--- src/rtl/af_pkg.sv ---
// Package: shared constants and types for the destination address filter.
// Assumes an 8-bit register port and byte-serial destination input.
package af_pkg;

    // CRC-32 generator polynomial used for the multicast hash.
    localparam logic [31:0] AF_CRC_POLY = 32'h04C11DB7;

    // Register map bases (station, hash table, mode byte).
    localparam int AF_STA_BASE  = 0;
    localparam int AF_HASH_BASE = 8;
    localparam int AF_MODE_ADDR = 16;

    // Bit positions inside the mode byte.
    localparam int AF_BIT_BCAST   = 2;
    localparam int AF_BIT_MCAST   = 3;
    localparam int AF_BIT_PROMISC = 4;

    // Decoded acceptance modes.
    typedef struct packed {
        logic promisc;
        logic mcast;
        logic bcast;
    } af_mode_t;

endpackage

--- src/rtl/af_crc32_byte.sv ---
// Module: af_crc32_byte
// Combinational CRC-32 update for one byte, processed least-significant bit
// first with a left-shifting register. Assumes the caller holds the state.
module af_crc32_byte #(
    parameter logic [31:0] POLY = 32'h04C11DB7
) (
    input  logic [31:0] crc_in,
    input  logic [7:0]  data_in,
    output logic [31:0] crc_out
);

    logic [31:0] stage [9];

    assign stage[0] = crc_in;

    // One shift/xor stage per data bit, LSB first.
    for (genvar i = 0; i < 8; i++) begin : g_bit
        logic fb;
        assign fb = stage[i][31] ^ data_in[i];
        assign stage[i+1] = {stage[i][30:0], 1'b0} ^ ({32{fb}} & POLY);
    end

    assign crc_out = stage[8];

endmodule

--- src/rtl/af_regbank.sv ---
// Module: af_regbank
// Write-only register bank holding the station address, the multicast hash
// table and the mode byte. Assumes single-cycle byte writes; unmapped
// addresses are dropped.
module af_regbank
    import af_pkg::*;
#(
    parameter int ADDR_BYTES = 6,
    parameter int HASH_BITS  = 64,
    parameter int REG_AW     = 5
) (
    input  logic                    clk,
    input  logic                    rst_n,
    input  logic                    reg_we,
    input  logic [REG_AW-1:0]       reg_addr,
    input  logic [7:0]              reg_wdata,
    output logic [8*ADDR_BYTES-1:0] station,
    output logic [HASH_BITS-1:0]    hash_tbl,
    output af_mode_t                mode
);

    localparam int HASH_BYTES = HASH_BITS / 8;
    localparam logic [REG_AW-1:0] MODE_A = REG_AW'(AF_MODE_ADDR);

    // Station address bytes, one register per byte.
    for (genvar i = 0; i < ADDR_BYTES; i++) begin : g_sta
        localparam logic [REG_AW-1:0] MY_A = REG_AW'(AF_STA_BASE + i);
        // Load station byte i on a matching write.
        always_ff @(posedge clk) begin
            if (!rst_n)
                station[8*i +: 8] <= '0;
            else if (reg_we && reg_addr == MY_A)
                station[8*i +: 8] <= reg_wdata;
        end

        p_station_write_r2 : assert property (@(posedge clk) disable iff (!rst_n)
            (reg_we && reg_addr == MY_A) |=> (station[8*i +: 8] == $past(reg_wdata)));
    end

    // Hash table bytes, one register per byte.
    for (genvar j = 0; j < HASH_BYTES; j++) begin : g_hash
        localparam logic [REG_AW-1:0] MY_A = REG_AW'(AF_HASH_BASE + j);
        // Load hash byte j on a matching write.
        always_ff @(posedge clk) begin
            if (!rst_n)
                hash_tbl[8*j +: 8] <= '0;
            else if (reg_we && reg_addr == MY_A)
                hash_tbl[8*j +: 8] <= reg_wdata;
        end
    end

    // Mode byte: only the three decoded bits are kept.
    always_ff @(posedge clk) begin
        if (!rst_n)
            mode <= '0;
        else if (reg_we && reg_addr == MODE_A) begin
            mode.promisc <= reg_wdata[AF_BIT_PROMISC];
            mode.mcast   <= reg_wdata[AF_BIT_MCAST];
            mode.bcast   <= reg_wdata[AF_BIT_BCAST];
        end
    end

    p_mode_write_r2 : assert property (@(posedge clk) disable iff (!rst_n)
        (reg_we && reg_addr == MODE_A) |=> (mode.promisc == $past(reg_wdata[AF_BIT_PROMISC])));

    p_mode_hold_r10 : assert property (@(posedge clk) disable iff (!rst_n)
        !(reg_we && reg_addr == MODE_A) |=> $stable(mode));

endmodule

--- src/rtl/af_classify.sv ---
// Module: af_classify
// Counts destination bytes, runs the CRC, tracks broadcast/station-match
// state and issues the accept decision one cycle after the last byte.
// Assumes register contents are stable during a frame.
module af_classify
    import af_pkg::*;
#(
    parameter int ADDR_BYTES = 6,
    parameter int HASH_BITS  = 64
) (
    input  logic                    clk,
    input  logic                    rst_n,
    input  logic                    dst_valid,
    input  logic [7:0]              dst_byte,
    input  logic [8*ADDR_BYTES-1:0] station,
    input  logic [HASH_BITS-1:0]    hash_tbl,
    input  af_mode_t                mode,
    output logic                    done,
    output logic                    accept
);

    localparam int CW  = $clog2(ADDR_BYTES);
    localparam int HIW = $clog2(HASH_BITS);
    localparam logic [CW-1:0] LAST_CNT = CW'(ADDR_BYTES - 1);

    logic [CW-1:0] cnt_q;
    logic [31:0]   crc_q, crc_seed, crc_nxt;
    logic          ones_q, ones_nxt;
    logic          eq_q, eq_nxt;
    logic          grp_q, grp_nxt;
    logic          first, last;
    logic [7:0]    sta_byte;
    logic [HIW-1:0] hash_idx;
    logic          verdict;

    assign first = (cnt_q == '0);
    assign last  = (cnt_q == LAST_CNT);

    // Station byte aligned with the current position.
    always_comb begin
        sta_byte = 8'(station >> {cnt_q, 3'b000});
    end

    assign crc_seed = first ? '1 : crc_q;

    af_crc32_byte #(.POLY(AF_CRC_POLY)) u_crc (
        .crc_in  (crc_seed),
        .data_in (dst_byte),
        .crc_out (crc_nxt)
    );

    // Running flags including the byte on the input now.
    always_comb begin
        ones_nxt = (first ? 1'b1 : ones_q) & (dst_byte == 8'hFF);
        eq_nxt   = (first ? 1'b1 : eq_q) & (dst_byte == sta_byte);
        grp_nxt  = first ? dst_byte[0] : grp_q;
        hash_idx = crc_nxt[31 -: HIW];
    end

    // Priority decision: promiscuous, broadcast, group, individual.
    always_comb begin
        if (mode.promisc)
            verdict = 1'b1;
        else if (ones_nxt)
            verdict = mode.bcast;
        else if (grp_nxt)
            verdict = mode.mcast & hash_tbl[hash_idx];
        else
            verdict = eq_nxt;
    end

    // Per-byte state update and decision register.
    always_ff @(posedge clk) begin
        if (!rst_n) begin
            cnt_q  <= '0;
            crc_q  <= '1;
            ones_q <= 1'b0;
            eq_q   <= 1'b0;
            grp_q  <= 1'b0;
            done   <= 1'b0;
            accept <= 1'b0;
        end else begin
            done <= 1'b0;
            if (dst_valid) begin
                cnt_q  <= last ? '0 : cnt_q + 1'b1;
                crc_q  <= crc_nxt;
                ones_q <= ones_nxt;
                eq_q   <= eq_nxt;
                grp_q  <= grp_nxt;
                if (last) begin
                    done   <= 1'b1;
                    accept <= verdict;
                end
            end
        end
    end

    p_done_after_last_r3 : assert property (@(posedge clk) disable iff (!rst_n)
        done |-> $past(dst_valid && last));

    p_done_single_r3 : assert property (@(posedge clk) disable iff (!rst_n)
        done |=> !done);

    p_count_range_r3 : assert property (@(posedge clk) disable iff (!rst_n)
        cnt_q <= LAST_CNT);

    p_promisc_accept_r4 : assert property (@(posedge clk) disable iff (!rst_n)
        (done && $past(mode.promisc)) |-> accept);

    p_bcast_gate_r5 : assert property (@(posedge clk) disable iff (!rst_n)
        (done && $past(!mode.promisc && ones_nxt)) |-> (accept == $past(mode.bcast)));

    p_mcast_gate_r6 : assert property (@(posedge clk) disable iff (!rst_n)
        (done && $past(!mode.promisc && !ones_nxt && grp_nxt && !mode.mcast)) |-> !accept);

endmodule

--- src/rtl/eth_dest_filter.sv ---
// Module: eth_dest_filter (top)
// Destination address filter: register bank plus byte-serial classifier.
// Assumes destination bytes arrive in wire order with a valid strobe.
module eth_dest_filter
    import af_pkg::*;
#(
    parameter int ADDR_BYTES = 6,
    parameter int HASH_BITS  = 64,
    parameter int REG_AW     = 5
) (
    input  logic              clk,
    input  logic              rst_n,
    input  logic              reg_we,
    input  logic [REG_AW-1:0] reg_addr,
    input  logic [7:0]        reg_wdata,
    input  logic              dst_valid,
    input  logic [7:0]        dst_byte,
    output logic              match_done,
    output logic              match_accept
);

    logic [8*ADDR_BYTES-1:0] station;
    logic [HASH_BITS-1:0]    hash_tbl;
    af_mode_t                mode;

    af_regbank #(
        .ADDR_BYTES (ADDR_BYTES),
        .HASH_BITS  (HASH_BITS),
        .REG_AW     (REG_AW)
    ) u_regs (
        .clk       (clk),
        .rst_n     (rst_n),
        .reg_we    (reg_we),
        .reg_addr  (reg_addr),
        .reg_wdata (reg_wdata),
        .station   (station),
        .hash_tbl  (hash_tbl),
        .mode      (mode)
    );

    af_classify #(
        .ADDR_BYTES (ADDR_BYTES),
        .HASH_BITS  (HASH_BITS)
    ) u_cls (
        .clk       (clk),
        .rst_n     (rst_n),
        .dst_valid (dst_valid),
        .dst_byte  (dst_byte),
        .station   (station),
        .hash_tbl  (hash_tbl),
        .mode      (mode),
        .done      (match_done),
        .accept    (match_accept)
    );

    p_reset_quiet_r1 : assert property (@(posedge clk)
        !rst_n |=> (!match_done && !match_accept));

endmodule

--- config.mk ---
export PLATFORM = sky130hd
export DESIGN_NAME = eth_dest_filter
export DESIGN_NICKNAME = d
export VERILOG_FILES = /design/src/rtl/af_pkg.sv /design/src/rtl/af_crc32_byte.sv /design/src/rtl/af_regbank.sv /design/src/rtl/af_classify.sv /design/src/rtl/eth_dest_filter.sv
export SDC_FILE = /design/constraint.sdc
export NUM_CORES = 1
export LEC_CHECK = 0
export BUFFER_PORTS_ARGS = -buffer_cell sky130_fd_sc_hd__buf_2
export CAP_MARGIN = 20
export CORE_MARGIN = 2
export CORE_UTILIZATION = 43
export DETAILED_ROUTE_END_ITERATION = 8
export PLACE_DENSITY = 0.59
export RECOVER_POWER = 25
export SYNTH_ARGS = -nofsm -noshare
export SYNTH_HDL_FRONTEND = slang
export SYNTH_SLANG_ARGS = --single-unit
export TNS_END_PERCENT = 30
--- constraint.sdc ---
create_clock -name clk -period 4.35 [get_ports clk]
set_clock_uncertainty 0.1 [all_clocks]
set_input_delay 0.87 -clock clk [delete_from_list [all_inputs] [get_ports clk]]
set_output_delay 0.87 -clock clk [all_outputs]
set_load 0.02 [all_outputs]
# --- Word level (Yosys, flattened, before mapping) ---
# Cells that the tools add are included.
classes:
  add_sub_neg: 1
  eq_ne: 17
  shift: 1
  n_reduce_logical: 19
  mux: 11
  n_bitwise: 19
  magnitude_cmp: 1
ops:
  columns: ["cell", "count"]
  rows:
  - ["32-bit by 27-bit XOR with 32-bit output", 8]
  - ["48-bit by 6-bit >> shifter with 8-bit output", 1]
  - ["5-bit by 4-bit equality test with 1-bit output, second input constant", 8]
  - ["32-bit 2-to-1 mux", 1]
  - ["1-bit logical AND", 15]
  - ["5-bit by 2-bit equality test with 1-bit output, second input constant", 2]
  - ["5-bit by 3-bit equality test with 1-bit output, second input constant", 2]
  - ["8-bit equality test", 1]
  - ["8-bit equality test, second input constant", 1]
  - ["1-bit 2-to-1 mux", 8]
  - ["1-bit XOR", 8]
  - ["6-bit by 7-bit less-than comparator with 1-bit output, second input constant", 1]
  - ["1-bit binary-select mux with 6-bit select", 1]
  - ["5-bit by 1-bit equality test with 1-bit output, second input constant", 1]
  - ["5-bit equality test, second input constant", 1]
  - ["5-bit logical NOT", 1]
  - ["2-bit AND reduction", 2]
  - ["3-bit by 1-bit adder with 3-bit output, second input constant", 1]
  - ["1-bit AND", 3]
  - ["3-bit equality test, second input constant", 1]
  - ["3-bit logical NOT", 1]
  - ["3-bit 2-to-1 mux", 1]
totals:
  reg_bits: 155
  word_cells: 93
  input_bits: 25
  out_inout_bits: 2

# --- Depth between registers and ports, before layout ---
depth:
  ltp_word: 24
  depth_mapped: 13
  mapped_depth_nobuf: 9

# --- By module ---
# A second synthesis with hierarchy kept.
unflattened:
  cells_unflattened: 780
  area_unflattened_um2: 8175.3
by_module_without_submodules:
  columns: ["module", "instances", "area_per_inst_um2", "cells_per_inst", "seq_area_each_um2"]
  rows:
  - ["af_regbank", 1, 4220.3, 403, 2302.2]
  - ["af_classify", 1, 2957.8, 313, 800.8]
  - ["af_crc32_byte", 1, 997.2, 64, 0.0]

# --- Worst setup path after synthesis ---
# Ideal clock, no wire load.
synth_timing:
  path_type: "input-to-reg"
  startpoint: "in dst_byte[4]"
  endpoint: "reg u_cls.accept"
  slack_ns: 0.738
  arrival_time_ns: 3.442
  required_ns: 4.180
  stages: 13
  setup_time_ns: 0.070
  n_path_buf: 4
  path_cell_list: "clkbuf_1 -> nor4b_1 -> a211oi_2 -> xnor2_1 -> xnor3_1 -> buf_4 -> buf_8 -> buf_6 -> mux2i_1 -> a222oi_1 -> nand2_1 -> a311o_1 -> a21oi_1"
synth_between:
  elab_chain_cells: 11
  elab_cells_between_ends: 15
  cone_classes: "eq/ne: 2; mux: 5; bitwise: 8"
synth_rtl:
  columns: ["element", "line", "text"]
  rows:
  - ["start, declared", "eth_dest_filter.sv:17", "input logic [7:0] dst_byte,"]
  - ["1-bit XOR", "af_crc32_byte.sv:19", "assign fb = stage[i][31] ^ data_in[i];"]
  - ["32-bit by 27-bit XOR with 32-bit output (4 in series)", "af_crc32_byte.sv:20", "assign stage[i+1] = {stage[i][30:0], 1'b0} ^ ({32{fb}} & POLY);"]
  - ["1-bit binary-select mux with 6-bit select", "af_classify.sv:67", "verdict = mode.mcast & hash_tbl[hash_idx];"]
  - ["1-bit 2-to-1 mux (not written as such)", "af_classify.sv:67", null]
  - ["1-bit AND", "af_classify.sv:67", null]
  - ["1-bit 2-to-1 mux", "af_classify.sv:66", "else if (grp_nxt)"]
  - ["1-bit 2-to-1 mux (*)", "af_classify.sv:64", "else if (ones_nxt)"]
  - ["1-bit 2-to-1 mux (*)", "af_classify.sv:62", "if (mode.promisc)"]
  - ["end signal, assigned", "af_classify.sv:92", "accept <= verdict;"]
  - ["end, declared", "af_classify.sv:19", "output logic accept"]
# Mark *: on every way between the ends. The rest lies on a longest branch, timed or not. The select of a mux whose other input is x is not followed.
# A chain may end at the register's enable or synchronous reset.

# --- Final worst setup path ---
layout_timing:
  startpoint: "reg u_cls.cnt_q[1]"
  endpoint: "reg u_cls.accept"
layout_between:
  elab_chain_cells: 18
  elab_cells_between_ends: 33
  cone_classes: "eq/ne: 2; shift: 1; mux: 9; bitwise: 19; reduce/logical: 2"
layout_rtl:
  columns: ["element", "line", "text"]
  rows:
  - ["start, declared", "af_classify.sv:26", "logic [CW-1:0] cnt_q;"]
  - ["start signal, assigned", "af_classify.sv:85", "cnt_q <= last ? '0 : cnt_q + 1'b1;"]
  - ["3-bit logical NOT", "af_classify.sv:36", "assign first = (cnt_q == '0);"]
  - ["32-bit 2-to-1 mux", "af_classify.sv:44", "assign crc_seed = first ? '1 : crc_q;"]
  - ["32-bit by 27-bit XOR with 32-bit output or 1-bit XOR (tied branches)", "af_crc32_byte.sv:20, af_crc32_byte.sv:19", null]
  - ["1-bit XOR or 32-bit by 27-bit XOR with 32-bit output (tied branches)", "af_crc32_byte.sv:19, af_crc32_byte.sv:20", null]
  - ["32-bit by 27-bit XOR with 32-bit output (5 in series)", "af_crc32_byte.sv:20", null]
  - ["32-bit by 27-bit XOR with 32-bit output or 1-bit XOR (tied branches)", "af_crc32_byte.sv:20, af_crc32_byte.sv:19", null]
  - ["1-bit XOR or 32-bit by 27-bit XOR with 32-bit output (tied branches)", "af_crc32_byte.sv:19, af_crc32_byte.sv:20", null]
  - ["32-bit by 27-bit XOR with 32-bit output", "af_crc32_byte.sv:20", null]
  - ["1-bit binary-select mux with 6-bit select", "af_classify.sv:67", null]
  - ["1-bit 2-to-1 mux (not written as such)", "af_classify.sv:67", null]
  - ["1-bit AND", "af_classify.sv:67", null]
  - ["1-bit 2-to-1 mux", "af_classify.sv:66", null]
  - ["1-bit 2-to-1 mux", "af_classify.sv:64", null]
  - ["1-bit 2-to-1 mux", "af_classify.sv:62", null]
# Several ways; a longest one is shown, not always the timed one. The select of a mux whose other input is x is not followed.

==> impl_metrics.env <==
export IMPL_path_class="flip-flop to flip-flop"
export IMPL_layout_nets=906
export IMPL_p_int_mw=2.878
export IMPL_die_area_um2=20010
export IMPL_grt_total_usage_pct=19.91
export IMPL_layout_commonest_cell="mux2i_1"
export IMPL_drc=0
export IMPL_setup_viol=0
export IMPL_dp_cells=1096
export IMPL_postCtsSetupBuffers=0
export IMPL_avgViaCountPerCell=5.184
export IMPL_layoutNonFillerInstCount=1128
export IMPL_syn_cell_area_um2=8123
export IMPL_switching_share_pct=31.68
export IMPL_port_buffers=26
export IMPL_max_vdd_ir_drop_mv=0.2931
export IMPL_yosysUniqueCellTypes=47
export IMPL_start_util_pct=43.57
export IMPL_fin_ws_ns=0.6797
export IMPL_htreeDepth=4
export IMPL_synth_flop_cell="dfxtp_1"
export IMPL_powerDensity_nw_per_um2=468.1
export IMPL_clkSinkCount=155
export IMPL_ys_ff_latch=155
export IMPL_gr_total_overflow=0
export IMPL_synth_top_area_share_pct=38.20
export IMPL_maxSlewHeadroom_pct=-96.06
export IMPL_cts_tree="yes"
export IMPL_syn_num_nets=909
export IMPL_fmax_mhz=272.5
export IMPL_power_frac_comb_pct=27.3
export IMPL_worstPathMaxFanout=8
export IMPL_worst_slew_pin_slew_ns=2.941
export IMPL_place_area_um2=8432
export IMPL_die_w_um=141.4
export IMPL_rows=50
export IMPL_grt_pass1_wl_mm=31.10
export IMPL_yosysTopAreaCell="dfxtp_1"
export IMPL_fp_dieH_um=141.4
export IMPL_p_leak_nw=3.633
export IMPL_postRouteAntennaNets=0
export IMPL_wl_mm=19.31
export IMPL_layout_common_cells="mux2i_1, dfxtp_1, nor2b_1"
export IMPL_rsz0062_at_grt="no"
export IMPL_cp_arrival_ns=3.88
export IMPL_fin_tns_setup_ns=0
export IMPL_fillers=1812
export IMPL_yosys_top_cells_area="dfxtp_1, mux2i_1, nor2b_1"
export IMPL_p_switching_mw=1.335
export IMPL_critPathCaptureType="flip-flop"
export IMPL_grt_pass1_vias=5646
export IMPL_crit_required_ns=4.56
export IMPL_async_reset_ff_share_pct=0
export IMPL_wl_per_cell_um=17.12
export IMPL_hold_viol_final=0
export IMPL_grt_max_degree=83
export IMPL_pwr_share_seq_pct=36.9
export IMPL_cts_hold_fix_buffers=0
export IMPL_antenna_found_initial=0
export IMPL_cts_buffers=17
export IMPL_ys_warn_count=0
export IMPL_place_ws_ns=0.3561
export IMPL_syn_inst=884
export IMPL_io_pins=27
export IMPL_stdcell_area_um2=9000
export IMPL_status="finished, violations left"
export IMPL_ctsResizeCount=0
export IMPL_area_delta_synth_final_pct=10.80
export IMPL_dr_pass1_iters=4
export IMPL_finalMaxSlewViolations=116
export IMPL_clock_latency_ns=0.43
export IMPL_diodes=0
export IMPL_fin_crit_sh_pct=84.38
export IMPL_clock_path_buffers=2
export IMPL_avgSynthCellArea_um2=9.189
export IMPL_violations="capacitance limit, slew limit"
export IMPL_layout_min_cycle_time_ns=3.670
export IMPL_register_area_um2=3103
export IMPL_ys_seq_area_share_pct=38.20
export IMPL_start_kind="flip-flop"
export IMPL_min_path_type="flip-flop to flip-flop"
export IMPL_routabilityCongestion=0.7870
export IMPL_drive_above_1_share_pct=7.830
export IMPL_synth_edf_count=0
export IMPL_vias=5847
export IMPL_drt_iter0_markers=474
export IMPL_multi_input_area_um2=4737
export IMPL_p_clk_share_pct=35.8
export IMPL_hpwl_mm=12.14
export IMPL_root_buffer="clkbuf_16"
export IMPL_core_um2=18640
export IMPL_max_cap_viol_count=2
export IMPL_path_clk_slew_ns=0.07
## stage by stage
stage | hold WS [ns] | power, mW | util, %
finish | 0.3751 | 4.213 | 48.28
global route | 0.3902 | 4.432 | 48.28
CTS | 0.3763 | 4.244 | 48.40
detailed placement | 0.3606 | 2.726 | 45.23
global placement | 0.3516 | 2.722 | 45.23
floorplan | 0.3424 | 2.501 | -
## cells in the mapped netlist, types with 2 or more instances
master	number
nor3b_1	4
or3_1	3
xnor3_1	4
and3_1	8
a21oi_1	28
a22oi_1	5
a221oi_1	4
xnor2_1	57
a222oi_1	4
inv_1	8
o21ai_0	25
o22ai_1	6
buf_4	2
nand3b_1	2
nand2b_1	8
buf_1	8
nor4_1	3
nor2b_1	124
nor2_1	45
and2_1	3
xor2_1	29
nor3_1	14
nand2_1	88
mux2i_1	169
nand3_1	4
clkbuf_1	49
dfxtp_1	155
nand4_1	6
## worst max-delay path, cell delays in order (launching register included)
cell	delay, ns
dfxtp_1	0.38
or3_1	0.43
a211oi_4	0.38
xnor2_1	0.27
xnor3_1	0.50
mux2i_1	0.63
a222oi_1	0.20
a22o_1	0.26
nor4bb_1	0.29
a21oi_1	0.10
## worst paths after layout
kind | from | end | slack (ns) | cells past startpoint
max reg2reg | u_cls.cnt_q[1] | u_cls.accept | 0.68 | 9
max | u_cls.cnt_q[1] | u_cls.accept | 0.68 | 9
min reg2reg | u_cls.crc_q[8] | u_cls.crc_q[8] | 0.38 | 2
min | u_cls.crc_q[8] | u_cls.crc_q[8] | 0.38 | 2
## power groups by stage
stage          clock, mW  sequential [mW]  combinational [mW]
6_report            1.51             1.55                1.15
2_1_floorplan          0             1.57               0.933
3_3_place_gp           0             1.58                1.14
4_1_cts             1.54             1.55                1.15
3_5_place_dp           0             1.58                1.14
5_1_grt             1.60             1.56                1.27
## registers in the layout (all words and copies together) (netlist names), 3 cells and up
register	cells
u_cls.crc_q	32
u_regs.mode	3
u_regs.hash_tbl	64
u_regs.station	48
u_cls.cnt_q	3
## layer usage
layer	wire [um]	part of all wire, %	vias up	GRT usage [%]
met3	594	3.1	18	4.489
met2	8725	45	57	30.71
li1	-	-	2983	-
met5	0	0	-	0
met1	9776	51	2789	28.03
met4	214	1.1	0	5.579
## cells by family after synthesis
logic type | Yosys count | share of synthesized area, %
xor+xnor | 90 | 10.38
flops | 155 | 38.20
simple gates | 317 | 20.39
compound gates | 82 | 6.346
buf+inv | 70 | 3.574
mux | 170 | 21.10
## layout make-up
| class | instances | share of cell area (%) |
|---|---|---|
| clock inverter | 14 | 1.793 |
| sequential | 155 | 34.48 |
| tap | 234 | 3.253 |
| multi-input combinational | 659 | 52.63 |
| clock buffer | 18 | 4.769 |
| timing repair buffer | 40 | 2.739 |
| inverter | 8 | 0.3337 |
Note: power is estimated with default switching activity, not from simulation.
